File: src/rtl/ctl_pkg.sv
package ctl_pkg;
    typedef enum logic [1:0] {
        P_IDLE = 2'd0,
        P_HIGH = 2'd1,
        P_LOW  = 2'd2
    } pulse_state_e;
endpackage

File: src/rtl/ctl_tick_div.sv
module ctl_tick_div #(
    parameter int TICK_DIV = 4
) (
    input  logic clk,
    input  logic rst,
    output logic tick_o
);
    localparam int DW = (TICK_DIV > 1) ? $clog2(TICK_DIV) : 1;
    localparam logic [DW-1:0] LAST = DW'(TICK_DIV - 1);

    logic [DW-1:0] div_q;

    always_ff @(posedge clk) begin
        if (rst || div_q == LAST) div_q <= '0;
        else                      div_q <= div_q + 1'b1;
    end

    assign tick_o = (div_q == LAST);

    // ticks never come back to back when the divider is wider than one
    assert_tick_spacing_R1: assert property (@(posedge clk) disable iff (rst)
        (TICK_DIV > 1) && tick_o |=> !tick_o);
endmodule

File: src/rtl/ctl_edge_sync.sv
module ctl_edge_sync #(
    parameter int N = 2
) (
    input  logic         clk,
    input  logic         rst,
    input  logic [N-1:0] async_i,
    output logic [N-1:0] rise_o
);
    for (genvar g = 0; g < N; g++) begin : g_sync
        logic s1, s2, s3;
        always_ff @(posedge clk) begin
            if (rst) begin
                s1 <= 1'b0;
                s2 <= 1'b0;
                s3 <= 1'b0;
            end else begin
                s1 <= async_i[g];
                s2 <= s1;
                s3 <= s2;
            end
        end
        assign rise_o[g] = s2 & ~s3;

        assert_rise_single_R2: assert property (@(posedge clk) disable iff (rst)
            rise_o[g] |=> !rise_o[g]);
    end
endmodule

File: src/rtl/ctl_cmp_slot.sv
module ctl_cmp_slot #(
    parameter int CNT_W = 16
) (
    input  logic             clk,
    input  logic             rst,
    input  logic             run_i,
    input  logic             tick_i,
    input  logic             clr_i,
    input  logic             commit_i,
    input  logic [CNT_W-1:0] cnt_i,
    input  logic             wr_i,
    input  logic [CNT_W-1:0] wr_data_i,
    output logic             hit_o,
    output logic             match_o
);
    logic [CNT_W-1:0] active_q, pend_q;
    logic             pend_v_q, done_q;
    logic             defer;

    assign hit_o = run_i & tick_i & ~clr_i & ~done_q & (cnt_i == active_q);
    assign defer = (done_q & ~clr_i) | hit_o;

    always_ff @(posedge clk) begin
        if (rst) begin
            active_q <= '0;
            pend_q   <= '0;
            pend_v_q <= 1'b0;
            done_q   <= 1'b0;
            match_o  <= 1'b0;
        end else begin
            match_o <= hit_o;
            if (clr_i)      done_q <= 1'b0;
            else if (hit_o) done_q <= 1'b1;
            if (wr_i) begin
                if (defer) begin
                    pend_q   <= wr_data_i;
                    pend_v_q <= 1'b1;
                end else begin
                    active_q <= wr_data_i;
                    pend_v_q <= 1'b0;
                end
            end else if (commit_i && pend_v_q) begin
                active_q <= pend_q;
                pend_v_q <= 1'b0;
            end
        end
    end

    // a strobe is always accompanied by the period's matched flag
    assert_flag_with_strobe_R6: assert property (@(posedge clk) disable iff (rst)
        match_o |-> done_q);
    assert_strobe_single_R5: assert property (@(posedge clk) disable iff (rst)
        match_o |=> !match_o);
endmodule

File: src/rtl/ctl_pulse_gen.sv
module ctl_pulse_gen
    import ctl_pkg::*;
#(
    parameter int CNT_W      = 16,
    parameter int NUM_CMP    = 5,
    parameter int TICK_DIV   = 4,
    parameter int SHORT_SLOT = 0,
    parameter int LONG_SLOT  = 1
) (
    input  logic               clk,
    input  logic               rst,
    input  logic               wr_en,
    input  logic [2:0]         wr_sel,
    input  logic [CNT_W-1:0]   wr_data,
    input  logic               rec_mode,
    input  logic               ref_in,
    input  logic               pb_in,
    input  logic               data_bit,
    output logic               pulse_o,
    output logic [NUM_CMP-1:0] match_o,
    output logic [CNT_W-1:0]   count_o
);
    localparam int REF_IDX = 0;
    localparam int PB_IDX  = 1;

    logic               tick;
    logic [1:0]         rise;
    logic               clr;
    logic               running;
    logic [CNT_W-1:0]   cnt_q;
    logic [NUM_CMP-1:0] hits;
    logic               sel_hit;
    logic               bit_q;
    pulse_state_e       state_q, state_d;

    ctl_tick_div #(.TICK_DIV(TICK_DIV)) u_div (
        .clk(clk), .rst(rst), .tick_o(tick)
    );

    ctl_edge_sync #(.N(2)) u_sync (
        .clk(clk), .rst(rst), .async_i({pb_in, ref_in}), .rise_o(rise)
    );

    assign clr     = rec_mode ? rise[REF_IDX] : rise[PB_IDX];
    assign running = (state_q != P_IDLE);

    always_ff @(posedge clk) begin
        if (rst)       cnt_q <= '0;
        else if (clr)  cnt_q <= '0;
        else if (tick) cnt_q <= cnt_q + 1'b1;
    end
    assign count_o = cnt_q;

    for (genvar s = 0; s < NUM_CMP; s++) begin : g_slot
        ctl_cmp_slot #(.CNT_W(CNT_W)) u_slot (
            .clk(clk), .rst(rst), .run_i(running), .tick_i(tick),
            .clr_i(clr), .commit_i(rise[REF_IDX]), .cnt_i(cnt_q),
            .wr_i(wr_en && (wr_sel == 3'(s))), .wr_data_i(wr_data),
            .hit_o(hits[s]), .match_o(match_o[s])
        );
    end

    assign sel_hit = bit_q ? hits[LONG_SLOT] : hits[SHORT_SLOT];

    always_ff @(posedge clk) begin
        if (rst) begin
            state_q <= P_IDLE;
            bit_q   <= 1'b0;
        end else begin
            state_q <= state_d;
            if (clr) bit_q <= data_bit;
        end
    end

    always_comb begin
        state_d = state_q;
        unique case (state_q)
            P_IDLE:  if (clr) state_d = P_HIGH;
            P_HIGH:  if (clr) state_d = P_HIGH;
                     else if (sel_hit) state_d = P_LOW;
            P_LOW:   if (clr) state_d = P_HIGH;
            default: state_d = P_IDLE;
        endcase
    end

    always_comb begin
        pulse_o = (state_q == P_HIGH);
    end

    assert_count_step_R1: assert property (@(posedge clk) disable iff (rst)
        1'b1 |=> (count_o == '0) || (CNT_W'(count_o - $past(count_o)) <= CNT_W'(1)));
    assert_pulse_fall_R8: assert property (@(posedge clk) disable iff (rst)
        $fell(pulse_o) |-> (match_o != '0));
    assert_idle_quiet_R9: assert property (@(posedge clk) disable iff (rst)
        (state_q == P_IDLE) |-> (match_o == '0));
endmodule

File: config.mk
export PLATFORM = sky130hd
export DESIGN_NAME = ctl_pulse_gen
export DESIGN_NICKNAME = d
export VERILOG_FILES = /design/src/rtl/ctl_pkg.sv /design/src/rtl/ctl_tick_div.sv /design/src/rtl/ctl_edge_sync.sv /design/src/rtl/ctl_cmp_slot.sv /design/src/rtl/ctl_pulse_gen.sv
export SDC_FILE = /design/constraint.sdc
export NUM_CORES = 1
export LEC_CHECK = 0
export BUFFER_PORTS_ARGS = -buffer_cell sky130_fd_sc_hd__buf_2
export CAP_MARGIN = 20
export CORE_MARGIN = 2
export CORE_UTILIZATION = 35
export DETAILED_ROUTE_END_ITERATION = 10
export PLACE_DENSITY = 0.49
export SETUP_SLACK_MARGIN = 0.4
export SLEW_MARGIN = 20
export SYNTH_ARGS = -nofsm -noshare
export SYNTH_HDL_FRONTEND = slang
export SYNTH_SLANG_ARGS = --single-unit
export TNS_END_PERCENT = 5
File: constraint.sdc
create_clock -name clk -period 2.65 [get_ports clk]
set_clock_uncertainty 0.05 [all_clocks]
set_input_delay 0.3975 -clock clk [delete_from_list [all_inputs] [get_ports clk]]
set_output_delay 0.3975 -clock clk [all_outputs]
set_load 0.01 [all_outputs]
==> summary.txt <==
Die X = 171.5 um
CP top delay family = simple AND/OR/NAND/NOR gates
Hold Path Class = input pin to flop
Placed Instances = 1433
Slew HR = 60.92%
Share of layout cells above drive strength 1 = 16.58%
Data arrival, critical path = 2.57 ns
Via count = 7691
Boundary Pins = 48
CTS tree = done
Initial antenna violation count = 0
Seq cells post-synth = 202
Met3 WL = 1567 um
CTS Sinks = 202
Global-route wire length before repair = 45410 um
Core Rows = 61
Post-Syn Area = 0.009816 mm2
Final min period = 2.216 ns
Total power = 7.034 mW
# hold bufs at CTS = 0
Routability cong. = 0.8676
Die ar. = 0.02940 mm2
Critical path fanouts, max = 8
Crit-path cells = ha_2 -> o21a_2 -> nand3_4 -> or4_4 -> o211ai_4 -> and2_4 -> clkbuf_16 -> o31ai_1
Synth Instances = 1063
Final WL = 29750 um
Antenna-violating nets left = 0
Final Worst Setup Slack = 0.4344 ns
Worst skew pair latency = 0.53 ns
CP bufs+invs = 1
Ys async rst share = 0%
Synth Net Count = 1091
DIE HEIGHT = 171.5 um
Syn_area_per_cell = 9.234 um2
Final Cycle Share = 83.61%
Slowest-stage cell, CP = or4_4
Top_reg_cell synth = dfxtp_1
Diode count = 0
Worst path max stage delay = 0.57 ns
Outcome = finished, final reports clean
Dpl ws = 0.2317 ns
Pins Over Slew Limit = 0
Post-synthesis sequential area ratio = 41.20%
Final core occ = 41.39%
Final Setup Violations = 0
Worst Setup End Kind = flop
CP Class = flop to flop
Worst vdd ir = 0.0004896 V
Initial DRC Count = 491
Uppermost layer routed = met4
Core region area = 0.02771 mm2
Total track usage = 20.31%
Final Non-Filler Cells = 1476
Area Growth Syn to Fin = 16.83%
Drt first pass iters = 7
Synthesis Warnings = 0
Pwr per Cell Area = 613.4 mW/mm2
Routed len/inst = 20.15 um
Routed vias/inst = 5.211
R2R setup slack = 0.43 ns
Setup tns final = 0 ns
Number of flops mapped to enable cells by yosys = 0
Leak = 4.801 nW
Clk root buf = clkbuf_16
Port buffer count = 47
Clk buf depth = 3
WL met1 = 15210 um
Unique cell type count in the Yosys netlist = 58
Vias in the first global route = 7372
Initial Utilization = 35.43%
Remaining DRCs = 0
Slew of the pin with the lowest slew margin = 0.5862 ns
Fillcell total = 2759
CP startpoint kind = flop
Req. time, crit path = 3.00 ns
# Max-Cap Violations = 0
RSZ-0062 raised after global routing = true
TritonCTS buffer count = 24
Pin count of the biggest net entering global routing = 80
Final Hold Fails = 0
Remaining Overflow, GRT = 0
H-tree Lvls = 1
CTS clk-pin slew, worst paths = 0.06 ns
Placed wire-length estimate = 20360 um
Met2 wire len = 12480 um
NumNets Final = 1111
FMAX = 451.3 MHz
## state kept, by name, indices dropped and copies added (netlist names)
name                    count
g_slot.u_slot.active_q     80
g_slot.u_slot.pend_v_q      5
u_sync.g_sync.s1            2
count_o                    16
g_slot.u_slot.done_q        5
u_div.div_q                 2
u_sync.g_sync.s2            2
state_q                     2
bit_q                       1
u_sync.g_sync.s3            2
g_slot.u_slot.pend_q       80
g_slot.u_slot.match_o       5
## layer usage
layer / GRT usage (%) / vias to the layer above
met5: 0 / -
met4: 4.864 / 0
met3: 2.784 / 32
met2: 30.47 / 201
met1: 30.51 / 3665
li1: - / 3793
## through the flow
stage                     instance area, um2  hold slack [ns]
after floorplan                         9816           0.3543
after global placement                 10490           0.3745
after detailed placement               10490           0.3742
after CTS                              11320          0.04123
after global routing                   11470          0.06781
final                                  11470          0.05009
## logic make-up (layout without fill, tap and decap cells)
group                      count (synthesis)  after routing  share of synthesized area, %
adders and majority gates                  2              2                        0.2549
buffers and inverters                    113            148                         5.991
and+or+nand+nor                          384            384                         22.09
DFF                                      202            202                         41.20
AOI/OAI and AO/OA                        152            152                         10.27
xor gates and xnor gates                  96             96                         8.566
muxes                                    114            114                         11.63
## path summary, 6_finish.rpt
| check | startpoint | to | depth (start not counted) |
|---|---|---|---|
| setup / recovery | u_div.div_q[0] | g_slot[2].u_slot.active_q[3] | 8 |
| hold / removal | ref_in | u_sync.g_sync[0].s1 | 2 |
| setup reg to reg | u_div.div_q[0] | g_slot[2].u_slot.active_q[3] | 8 |
| hold reg to reg | u_div.div_q[0] | u_div.div_q[0] | 1 |
## report_power, final
part / total, mW / switching, mW / leakage, nW / internal, mW
Sequential: 3.11 / 0.0337 / 1.64 / 3.08
Combinational: 0.451 / 0.282 / 2.75 / 0.169
Clock: 3.47 / 1.31 / 0.413 / 2.16
## synth_stat cells (all sizes together) (2+ instances only)
master,count,area (um2)
dfxtp,202,4044
mux2i,114,1141
nor2,104,390.4
xor2,69,604.3
clkbuf,58,237.7
buf,53,342.8
o21ai,52,260.3
nand2b,51,319.1
nand2,47,178.9
nand3,35,192.7
nand4b,33,289.0
o31ai,32,240.2
xnor2,27,236.5
a21oi,24,123.9
nor4,19,118.9
or4,19,150.1
nand3b,18,135.1
a211oi,16,120.1
a311oi,16,140.1
nand4,14,87.58
and3,9,57.56
nor2b,9,56.30
nor3,9,45.04
and2,4,27.53
a31oi,3,18.77
and4,3,26.28
o211ai,3,55.05
a21o,2,15.01
ha,2,25.02
inv,2,7.510
nor4b,2,23.77
or3,2,17.52
or3b,2,17.52
## area by class of cell
| class | count | area [um2] | area share (%) |
|---|---|---|---|
| multi-input cells | 748 | 5268 | 45.94 |
| flip-flops and latches | 202 | 4054 | 35.35 |
| repair buffers | 105 | 835.8 | 7.289 |
| clock buffers | 34 | 719.4 | 6.274 |
| well taps | 378 | 473.0 | 4.124 |
| clock inverters | 7 | 110.1 | 0.9602 |
| inverters | 2 | 7.507 | 0.06547 |
## repair_timing
item | 4_1_cts | 5_1_grt
endpoints found under the setup margin | 72 | 139
resized for setup | 1 | 33
pin swaps | 0 | 8
setup buffers | 0 | 1
gates cloned | 0 | 1
## layout by cell type (no fill, tap or decap), types with 3 or more instances in the layout
| master | n |
|---|---|
| dfxtp_1 | 194 |
| mux2i_1 | 114 |
| nor2_1 | 104 |
| xor2_1 | 68 |
| nand2b_1 | 51 |
| o21ai_0 | 50 |
| buf_2 | 46 |
| nand2_1 | 45 |
| buf_4 | 41 |
| nand3_1 | 33 |
| nand4b_1 | 33 |
| o31ai_1 | 32 |
| xnor2_1 | 27 |
| clkbuf_16 | 26 |
| a21oi_1 | 23 |
| nand3b_1 | 18 |
| or4_1 | 17 |
| a211oi_1 | 16 |
| a311oi_1 | 16 |
| nor4_1 | 15 |
| nand4_1 | 14 |
| nor2b_1 | 9 |
| nor3_1 | 9 |
| dfxtp_2 | 8 |
| buf_12 | 8 |
| and3_1 | 7 |
| clkbuf_8 | 6 |
| buf_6 | 6 |
| nor4_2 | 4 |
| clkinv_2 | 4 |
| a31oi_1 | 3 |
| bufinv_16 | 3 |
| clkbuf_1 | 3 |
| buf_8 | 3 |
Note: power is estimated with default switching activity, not from simulation.
